## config.mk

```make
export PLATFORM = sky130hd
export DESIGN_NAME = trap_area_integ
export DESIGN_NICKNAME = d
export VERILOG_FILES = /design/src/rtl/trap_area_pkg.sv /design/src/rtl/trap_increment.sv /design/src/rtl/sat_accum.sv /design/src/rtl/trap_area_integ.sv
export SDC_FILE = /design/constraint.sdc
export NUM_CORES = 1
export LEC_CHECK = 0
export ABC_CLOCK_PERIOD_IN_PS = 6410
export BUFFER_PORTS_ARGS = -buffer_cell sky130_fd_sc_hd__buf_4
export CAP_MARGIN = 10
export CORE_MARGIN = 2
export CORE_UTILIZATION = 45
export CTS_CLUSTER_DIAMETER = 150
export CTS_CLUSTER_SIZE = 16
export DETAILED_ROUTE_END_ITERATION = 6
export PLACE_DENSITY = 0.75
export SYNTH_ARGS = -nofsm -noshare
export SYNTH_HDL_FRONTEND = slang
export SYNTH_SLANG_ARGS = --single-unit
export TNS_END_PERCENT = 50
```

## constraint.sdc

```tcl
create_clock -name clk -period 6.41 [get_ports clk]
set_clock_uncertainty 0.15 [all_clocks]
set_input_delay 1.282 -clock clk [delete_from_list [all_inputs] [get_ports clk]]
set_output_delay 1.282 -clock clk [all_outputs]
set_load 0.01 [all_outputs]
```

## src/rtl/trap_area_pkg.sv

```systemverilog
package trap_area_pkg;
  typedef enum logic [1:0] {
    ST_IDLE  = 2'd0,
    ST_PRIME = 2'd1,
    ST_RUN   = 2'd2
  } integ_state_e;
endpackage

```

## src/rtl/trap_increment.sv

```systemverilog
// Per-pair area increment: lower sample plus half the gap (truncated).
module trap_increment #(
  parameter int SAMPLE_W = 8
) (
  input  logic [SAMPLE_W-1:0] cur_i,
  input  logic [SAMPLE_W-1:0] prev_i,
  input  logic                rising_i,
  output logic [SAMPLE_W-1:0] inc_o
);
  logic                cur_ge;
  logic [SAMPLE_W-1:0] lo;
  logic [SAMPLE_W-1:0] hi;
  logic [SAMPLE_W-1:0] span;
  logic [SAMPLE_W-1:0] fwd_span;

  always_comb begin
    cur_ge   = (cur_i >= prev_i);
    lo       = cur_ge ? prev_i : cur_i;
    hi       = cur_ge ? cur_i : prev_i;
    span     = hi - lo;
    fwd_span = cur_i - prev_i;
    if (rising_i) begin
      inc_o = prev_i + (fwd_span >> 1);
    end else begin
      inc_o = lo + (span >> 1);
    end
  end
endmodule

```

## src/rtl/sat_accum.sv

```systemverilog
// Saturating accumulator with sticky full-scale flag.
module sat_accum #(
  parameter int ACC_W = 16,
  parameter int INC_W = 8
) (
  input  logic             clk,
  input  logic             rst,
  input  logic             zero_i,
  input  logic             add_i,
  input  logic [INC_W-1:0] inc_i,
  output logic [ACC_W-1:0] acc_o,
  output logic             sat_o
);
  localparam logic [ACC_W-1:0] FULL = '1;
  localparam int PAD_W = ACC_W + 1 - INC_W;

  logic [ACC_W:0] sum;

  assign sum = {1'b0, acc_o} + {{PAD_W{1'b0}}, inc_i};

  always_ff @(posedge clk) begin
    if (rst || zero_i) begin
      acc_o <= '0;
      sat_o <= 1'b0;
    end else if (add_i) begin
      if (sum[ACC_W]) begin
        acc_o <= FULL;
        sat_o <= 1'b1;
      end else begin
        acc_o <= sum[ACC_W-1:0];
      end
    end
  end
endmodule

```

## src/rtl/trap_area_integ.sv

```systemverilog
module trap_area_integ
  import trap_area_pkg::*;
#(
  parameter int SAMPLE_W = 8,
  parameter int COUNT_W  = 8,
  localparam int ACC_W   = SAMPLE_W + COUNT_W
) (
  input  logic                clk,
  input  logic                rst,
  input  logic                clear,
  input  logic                start,
  input  logic                rising_mode,
  input  logic                in_valid,
  input  logic [SAMPLE_W-1:0] in_sample,
  output logic [ACC_W-1:0]    acc_total,
  output logic                acc_sat
);
  integ_state_e        state_q;
  logic [SAMPLE_W-1:0] prev_q;
  logic [SAMPLE_W-1:0] step_inc;
  logic                take;
  logic                add_en;
  logic                zero_req;

  assign zero_req = clear | start;
  assign take     = in_valid & ~zero_req & (state_q != ST_IDLE);
  assign add_en   = take & (state_q == ST_RUN);

  always_ff @(posedge clk) begin
    if (rst || clear) begin
      state_q <= ST_IDLE;
    end else if (start) begin
      state_q <= ST_PRIME;
    end else if (take && state_q == ST_PRIME) begin
      state_q <= ST_RUN;
    end
  end

  always_ff @(posedge clk) begin
    if (rst) begin
      prev_q <= '0;
    end else if (take) begin
      prev_q <= in_sample;
    end
  end

  trap_increment #(.SAMPLE_W(SAMPLE_W)) u_inc (
    .cur_i    (in_sample),
    .prev_i   (prev_q),
    .rising_i (rising_mode),
    .inc_o    (step_inc)
  );

  sat_accum #(.ACC_W(ACC_W), .INC_W(SAMPLE_W)) u_acc (
    .clk    (clk),
    .rst    (rst),
    .zero_i (zero_req),
    .add_i  (add_en),
    .inc_i  (step_inc),
    .acc_o  (acc_total),
    .sat_o  (acc_sat)
  );
endmodule

```

-- Word level (Yosys, flattened, before mapping)
Cells that the tools add are included.
- flip-flop bits (word level): 27
- input bits: 14
- output and inout port bits: 17
- logic and storage cells: 31
- add/sub/neg operators: 5
- order comparisons: 1
- eq/ne operators: 2
- mux-type cells: 6
- bitwise operators: 5
- reductions and logical operators: 7
- operator list (operator ; number):
    $mux W8 ; 3
    $add A16 B8 Y17 ; 1
    $add A8 B7 Y8 ; 2
    $mux W16 ; 1
    $sub A8 B8 Y8 ; 2
    $ge A8 B8 Y1 ; 1
    $reduce_bool A2 Y1 ; 2
    $and A1 B1 Y1 ; 3
    $eq A2 B1 Y1 const B ; 1
    $eq A2 B2 Y1 const B ; 1
    $logic_or A1 B1 Y1 ; 2
    $mux W1 ; 2
    $reduce_and A2 Y1 ; 1
    $reduce_or A2 Y1 ; 1
    $logic_and A1 B1 Y1 ; 1
    $not A1 Y1 ; 1
    $or A1 B1 Y1 ; 1

-- Longest topological paths before layout
Gate-level depths: netlist of the first run.
- word-level depth: 7
- gate-level depth with buffers: 30
- gate-level depth less buffers: 28

-- Cells and area by module
A second synthesis of the first run with hierarchy kept.
- cells, all modules: 355
- area total of the unflattened synthesis: 3001.6 um^2
- by module, submodules not included (module ; times used ; cells each ; area each (um^2) ; sequential area each (um^2)):
    trap_increment ; 1 ; 195 ; 1460.2 ; 0.0
    sat_accum ; 1 ; 115 ; 1037.2 ; 340.3
    trap_area_integ ; 1 ; 45 ; 504.2 ; 200.2

-- Worst setup path after synthesis of the first run
OpenSTA, ideal clock, no wires.
- kind: input -> register
- from: input port in_sample[2]
- to: register u_acc.acc_o[15]
- setup time: 64 ps
- arrival: 5815 ps
- slack: 381 ps
- stages on the path: 26
- buffers on the path: 3
- cells stage by stage: ha_1 buf_6 nand4_1 a311o_1 buf_6 and2_4 buf_6 o22a_1 ha_1 nand3_1 nand4_1 o21ai_1 xnor2_1 ha_1 or2_2 a21oi_1 a21oi_1 a21oi_1 nor2_1 a221oi_1 ha_1 or3_1 o21ai_0 or4_4 a41o_1 nor2_1
- word-level cells in the longest chain between the ends: 7
- elaborated cells on any way between the ends: 10
- ends and longest elaborated chain (what ; RTL line ; text):
    start: declaration ; trap_area_integ.sv:14 ; input logic [SAMPLE_W-1:0] in_sample,
    $ge A8 B8 Y1 ; trap_increment.sv:17 ; cur_ge = (cur_i >= prev_i);
    $mux W8, on equally long branches ; trap_increment.sv:19, trap_increment.sv:18 ;
    $sub A8 B8 Y8 ; trap_increment.sv:20 ; span = hi - lo;
    $add A8 B7 Y8 ; trap_increment.sv:25 ; inc_o = lo + (span >> 1);
    $mux W8 (*) ; trap_increment.sv:22 ; if (rising_i) begin
    $add A16 B8 Y17 (*) ; sat_accum.sv:19 ; assign sum = {1'b0, acc_o} + {{PAD_W{1'b0}}, inc_i};
    $mux W16 (*) ; sat_accum.sv:26 ; if (sum[ACC_W]) begin
    end signal: assignment ; sat_accum.sv:30 ; acc_o <= sum[ACC_W-1:0];
    end: declaration ; sat_accum.sv:11 ; output logic [ACC_W-1:0] acc_o,
Mark *: on every way between the ends. The rest lies on a longest branch, timed or not.
A chain may end at the register's enable or synchronous reset.

-- Final worst setup path of the first run
- from: input port in_sample[0]
- to: register u_acc.acc_o[12]
The elaborated chain is that of the path after synthesis.

==> results.ini, run 1 <==
[logic_synthesis]
ys_types = 66
syn_inst = 373
yosysWarnings = 0
ys.flop_type = dfxtp_1
async_flop_share = 0
ys_seq_area_frac = 0.183
syn_area_per_cell_um2 = 7.90
synth.cell_area_um2 = 2950
synth-seq-cells = 27
synth-edff-count = 0
syn_nets = 422

[place]
io_buffers = 30
gp_routability_congestion = 0.863
place_area_um2 = 3290
place_hpwl_um = 5490

[die]
ios = 31
rows = 29
die-area_um2 = 7210
initial_utilization = 0.464
core_um2 = 6350
dieHeight_um = 84.9
die_width_um = 84.9

[detailed_routing]
antenna_left = 0
highest-signal-layer = met4
vias = 2761
finalWirelength_um = 6950
wl_met2_um = 3360
drc = 0
drt_first_pass_iters = 4
wl_per_cell_um = 14.4
vias_per_cell = 5.70
wirelength_met1_um = 3170
wl_met3_um = 322
first_iter_violations = 116

[setup_path]
critical_path_class = input port to flip-flop
critPathMaxFanout = 8
cpMaxStageDelayCell = fa_1
reg2reg_from = prev_q[0]
worstRegToRegCells = 25
crit_start = in_sample[0]
cp.arrival_ps = 6170
crit_path_start_kind = input port
crit_required_ps = 6460
cp-endpoint = u_acc.acc_o[12]
cp-end-kind = flip-flop
r2r-end = u_acc.acc_o[12]
r2r_slack_ps = 960
max_stage_delay_ps = 430

[timing]
report.final.slew_viol_count = 0
fin_crit_sh = 0.955
fmax_ghz = 0.163
setup_viol = 0
final_hold_viol_count = 0
relSlewSlack = 0.315
setup_tns_ps = 0
min_period_ps = 6120
rsz0062_at_grt = yes
worst_pin_slew_ps = 1020
whs_ps = 310

[power_and_ir_drop]
powerDensity_nw_per_um2 = 142
ir_worst_vdd_mv = 0.100
p_leak_nw = 1.42

[clock_network]
numCtsBuffers = 3
clockBufferDepth = 2
clock_latency_ps = 280
clkTransAtPathRegs_ps = 110
cts_tree = done
clock-root-buffer = clkbuf_8
htree_levels = 1
cts.sinks = 27

[flow_run]
max_cap_violations = 0

[finish]
finalNetCount = 457
num_antenna_cells = 0
layout_commonest_cell = buf_4
syn_to_final_growth_pct = 15.6
final_area_um2 = 3410
drive_above_1_share = 0.211
fill_cells = 581
layout_common_cells = 45 x buf_4, 37 x nor2_1, 30 x a21oi_1, 30 x ha_1, 27 x dfxtp_1
final_util = 0.537

[global_routing]
antenna_found_initial = 0
grt_pass1_vias = 2680
track_usage = 0.190
overflow = 0
grt_max_degree = 19
grt_pass1_wl_um = 11600

[status]
run_status = completed

[min_path]
whs_path_depth = 2
min_path_type = flip-flop to flip-flop

==> power by group <==
part / leakage (nW) / internal (W) / switching, W
sequential: 0.218 / 0.000168 / 0.000000863
clock: 0.0261 / 0.0000458 / 0.0000628
combinational: 1.18 / 0.0000946 / 0.000112
==> cells by family (layout without fill, tap and decap cells) <==
logic type	count (synthesis)	after routing	synth area share
AND/OR/NAND/NOR	128	128	0.227
AO/OA/AOI/OAI	102	102	0.246
buffers and inverters	43	77	0.0667
adder cells (fa/ha/maj)	35	35	0.159
XOR/XNOR	27	27	0.0803
flip-flops	27	27	0.183
multiplexers	11	11	0.0378
==> cells in the mapped netlist, types with 5 or more instances <==
cell type | instances | area [µm²]
xor2_1 | 8 | 70.1
clkbuf_1 | 7 | 26.3
nor3_1 | 27 | 135
a21oi_1 | 32 | 160
a21o_1 | 8 | 60.1
o21bai_1 | 8 | 60.1
and3_1 | 5 | 31.3
a31oi_1 | 9 | 56.3
ha_1 | 31 | 388
xnor2_1 | 19 | 166
o21ai_0 | 13 | 65.1
nor2_1 | 37 | 139
inv_1 | 25 | 93.8
mux2i_1 | 10 | 100
nand2_1 | 22 | 82.6
nor2b_1 | 7 | 43.8
dfxtp_1 | 27 | 541
nand3_1 | 7 | 35.0
==> critical path: cells and delay by family <==
kind            cells  cell delay (ps)
xor+xnor            1              170
buf+inv             5              500
fa+ha+maj           5             1420
mux                 1               90
simple gates        7             1170
compound gates      8             1530
==> layout make-up <==
cell class	count	area, µm²	share of cell area
clock buffer	3	41.3	0.0121
clock inverter	1	8.76	0.00257
inverter	27	101	0.0297
multi-input combinational	303	2260	0.664
sequential	27	541	0.159
tap	77	96.3	0.0283
timing repair buffer	46	358	0.105
==> metrics by stage <==
stage,power (W),setup WS [ps],std cells
after global placement,0.000367,204,478
after global routing,0.000517,-33.4,484
after CTS,0.000482,185,482
after floorplan,0.000324,381,373
after detailed placement,0.000372,-94.5,478
final,0.000485,288,484
==> repair_timing <==
| action | in CTS | in global routing |
|---|---|---|
| setup buffers | 0 | 2 |
| hold buffers | 0 | 0 |
| setup endpoints to repair | 0 | 17 |
| resized for setup | 0 | 12 |
==> state kept, by name, summed over array words and instances, names as in the netlist <==
register / count
prev_q: 8
u_acc.acc_o: 16
state_q: 2
u_acc.sat_o: 1
==> how the worst min path moves through the flow <==
stage,startpoint,endpoint,slack [ps]
3_5_place_dp,u_acc.sat_o,u_acc.sat_o,290
6_report,u_acc.sat_o,u_acc.sat_o,310
3_3_place_gp,u_acc.sat_o,u_acc.sat_o,300
5_1_grt,u_acc.sat_o,u_acc.sat_o,340
4_1_cts,u_acc.sat_o,u_acc.sat_o,310
2_1_floorplan,prev_q[7],prev_q[7],310
==> per-layer routing <==
| layer | up-vias | global-route usage |
|---|---|---|
| li1 | 1409 | - |
| met1 | 1275 | 0.251 |
| met2 | 67 | 0.326 |
| met3 | 10 | 0.0263 |
| met4 | 0 | 0.0491 |
| met5 | - | 0 |
No activity file was read; power rests on OpenSTA's default activity.
==> inputs of run 2 (changes only) <==
- ABC_AREA: default -> 1
==> run 2 against run 1 <==
Net effect:
- sequential power hardly changed
- synthesized cell count is 23% higher
- critical path depth is 3 higher
- combinational power is 2% higher
- non-clock buffer count is 12 lower
- flip-flop and latch count stayed put
- global-route usage is 0.088 points lower
- sequential share of layout area is 0.53 points higher
- critical endpoint is now u_acc.acc_o[4]
- largest power group unchanged
==> results.ini, run 2 <==
[place]
place_area_um2 = 3220  ; was 3290 µm²
pre_cts_ws_ps = 55.6  ; was -94.5 ps
io_buffers = 30  ; unchanged
place_hpwl_um = 5580  ; was 5490 µm
dpl.cell_count = 556  ; was 478
gp_routability_congestion = 0.895  ; was 0.863

[setup_path]
cpMaxStageDelayCell = a21oi_1  ; was fa_1
max_stage_delay_ps = 470  ; was 430 ps
cp-end-kind = flip-flop  ; unchanged
crit_path_start_kind = input port  ; unchanged
cp_common_cell = nand2_1
worstRegToRegCells = 28  ; was 25
cp.arrival_ps = 5940  ; was 6170 ps
r2r-end = u_acc.acc_o[4]  ; was u_acc.acc_o[12]
critical_path_class = input port to flip-flop  ; unchanged
r2r_slack_ps = 1220  ; was 960 ps
crit_required_ps = 6410  ; was 6460 ps
critPathMaxFanout = 7  ; was 8
reg2reg_from = prev_q[0]  ; unchanged

[detailed_routing]
antenna_left = 0  ; unchanged
drc = 0  ; unchanged
drt_first_pass_iters = 4  ; unchanged
first_iter_violations = 99  ; was 116
vias = 2905  ; was 2,761
vias_per_cell = 5.16  ; was 5.70
finalWirelength_um = 6800  ; was 6950 µm
wl_per_cell_um = 12.1  ; was 14.4 µm

[die]
core_um2 = 6350  ; unchanged
die-area_um2 = 7260  ; was 7210 µm²
ios = 31  ; unchanged
rows = 29  ; unchanged
initial_utilization = 0.467  ; was 0.464
dieHeight_um = 85.2  ; was 84.9 µm
die_width_um = 85.2  ; was 84.9 µm

[finish]
final_cells = 563  ; was 484
finalNetCount = 536  ; was 457
top_regs = u_acc.acc_o x16, prev_q x8, state_q x2  ; unchanged
layout_commonest_cell = nand2_1  ; was buf_4
drive_above_1_share = 0.140  ; was 0.211
largest_reg_flops = 16  ; unchanged
layout_common_cells = 106 x nand2_1, 79 x inv_1, 34 x buf_4  ; was 45 x buf_4, 37 x nor2_1, 30 x a21oi_1, 30 x ha_1, 27 x dfxtp_1
final_area_um2 = 3300  ; was 3410 µm²
regMostFlops = u_acc.acc_o  ; unchanged
syn_to_final_growth_pct = 11.1  ; was 15.6%
num_antenna_cells = 0  ; unchanged

[timing]
finalWorstSetupSlack_ps = 469  ; was 288 ps
fin_crit_sh = 0.927  ; was 0.955
rsz0062_at_grt = no  ; was yes
final_hold_viol_count = 0  ; unchanged
worst_pin_slew_ps = 815  ; was 1020 ps
relSlewSlack = 0.454  ; was 0.315
setup_viol = 0  ; unchanged
fmax_ghz = 0.168  ; was 0.163 GHz
min_period_ps = 5940  ; was 6120 ps
setup_tns_ps = 0  ; unchanged
report.final.slew_viol_count = 0  ; unchanged

[logic_synthesis]
synth.most_common_cell = nand2_1  ; was nor2_1
syn_inst = 458  ; was 373
syn_area_per_cell_um2 = 6.48  ; was 7.90 µm²
ys_types = 39  ; was 66
async_flop_share = 0  ; unchanged
yosys-top-cells-area = dfxtp_1 18%, nand2_1 13%, ha_1 13%, inv_1 10%, o21ai_0 5.2%  ; was dfxtp_1 18%, ha_1 13%, xnor2_1 5.6%, a21oi_1 5.4%, nor2_1 4.7%
ys.flop_type = dfxtp_1  ; unchanged
synth_top_cell_area_share = 0.182  ; was 0.183
synthTopCellsByCount = 106 x nand2_1, 79 x inv_1, 31 x ha_1, 31 x nor2_1, 31 x o21ai_0  ; was 37 x nor2_1, 32 x a21oi_1, 31 x ha_1, 27 x dfxtp_1, 27 x nor3_1
synth-edff-count = 0  ; unchanged
syn_nets = 507  ; was 422
synth-seq-cells = 27  ; unchanged
yosysWarnings = 0  ; unchanged
synth.cell_area_um2 = 2970  ; was 2950 µm²
ys_seq_area_frac = 0.182  ; was 0.183
synth_area_leader_cell = dfxtp_1  ; unchanged

[global_routing]
grt_pass1_wl_um = 11500  ; was 11,600 µm
track_usage = 0.189  ; was 0.190
grt_max_degree = 18  ; was 19
antenna_found_initial = 0  ; unchanged
overflow = 0  ; unchanged
grt_pass1_vias = 2639  ; was 2,680

[clock_network]
htree_levels = 1  ; unchanged
cts_tree = done  ; unchanged
clock_latency_ps = 280  ; about the same
clockBufferDepth = 2  ; unchanged
clkTransAtPathRegs_ps = 100  ; was 110 ps
numCtsBuffers = 3  ; unchanged
cts.sinks = 27  ; unchanged
clock-root-buffer = clkbuf_8  ; unchanged

[min_path]
min_to = u_acc.sat_o  ; unchanged
whs_path_depth = 2  ; unchanged
min_path_type = flip-flop to flip-flop  ; unchanged
hp-start = u_acc.sat_o  ; unchanged

[status]
run_status = completed  ; unchanged

[power_and_ir_drop]
ir_worst_vdd_mv = 0.0890  ; was 0.100 mV
p_leak_nw = 1.80  ; was 1.42 nW
powerDensity_nw_per_um2 = 147  ; was 142 nW/µm²

[flow_run]
max_cap_violations = 0  ; unchanged

==> run 2: cells by family (layout without fill, tap and decap cells) <==
kind of cell	after synthesis	count (layout)	synth area share
XOR/XNOR	18	18	0.0531
AND/OR/NAND/NOR	198	198	0.303
adder cells (fa/ha/maj)	35	35	0.158
flip-flops	27	27	0.182
buffers and inverters	91	119	0.128
AO/OA/AOI/OAI	89	89	0.176
==> run 2: what timing repair did <==
| item | 4_1_cts | 5_1_grt |
|---|---|---|
| gates resized for setup | 0 | 2 |
| setup buffers | 0 | 3 |
| endpoints found under the setup margin | 0 | 4 |
| hold buffers | 0 | 0 |
==> run 2: through the flow <==
| step | total power, W | util | hold slack, ps |
|---|---|---|---|
| 2_1_floorplan | 0.000339 | - | 320 |
| 3_3_place_gp | 0.000374 | 0.507 | 290 |
| 3_5_place_dp | 0.000378 | 0.507 | 298 |
| 4_1_cts | 0.000489 | 0.515 | 315 |
| 5_1_grt | 0.000524 | 0.519 | 359 |
| 6_report | 0.000486 | 0.519 | 310 |
==> run 2: worst max-delay path, delay by kind of cell <==
family	cells	cell delay, ps
and+or+nand+nor	11	990
adders and majority gates	4	1210
xor gates and xnor gates	2	350
AOI/OAI and AO/OA	8	1660
buffers and inverters	5	460
==> run 2: power by group <==
group | internal (W) | switching (W) | leakage (nW)
clock | 0.0000443 | 0.0000608 | 0.0217
combinational | 0.0000823 | 0.000129 | 1.56
sequential | 0.000169 | 0.000000811 | 0.218
total | 0.000295 | 0.000191 | 1.80
==> run 2: final cells by class <==
type | instances | area [µm²]
fill | 607 | 3050
multi-input combinational | 340 | 2050
sequential | 27 | 541
inverter | 81 | 304
timing repair buffer | 34 | 255
tap | 77 | 96.3
clock buffer | 3 | 41.3
clock inverter | 1 | 7.51
==> run 2: worst max-delay path by stage <==
| stage | to | startpoint |
|---|---|---|
| after global placement | u_acc.acc_o[13] | in_sample[0] |
| after detailed placement | u_acc.acc_o[13] | in_sample[0] |
| after floorplan | u_acc.acc_o[13] | in_sample[0] |
| final | u_acc.acc_o[4] | in_sample[0] |
| after global routing | u_acc.acc_o[13] | in_sample[0] |
| after CTS | u_acc.acc_o[13] | in_sample[0] |
==> run 2: per-layer routing <==
layer	vias up	track usage	part of all wire
li1	1540	-	-
met5	-	0	0
met3	8	0.0195	0.031
met2	51	0.330	0.48
met4	0	0.0505	0.011
met1	1306	0.248	0.48
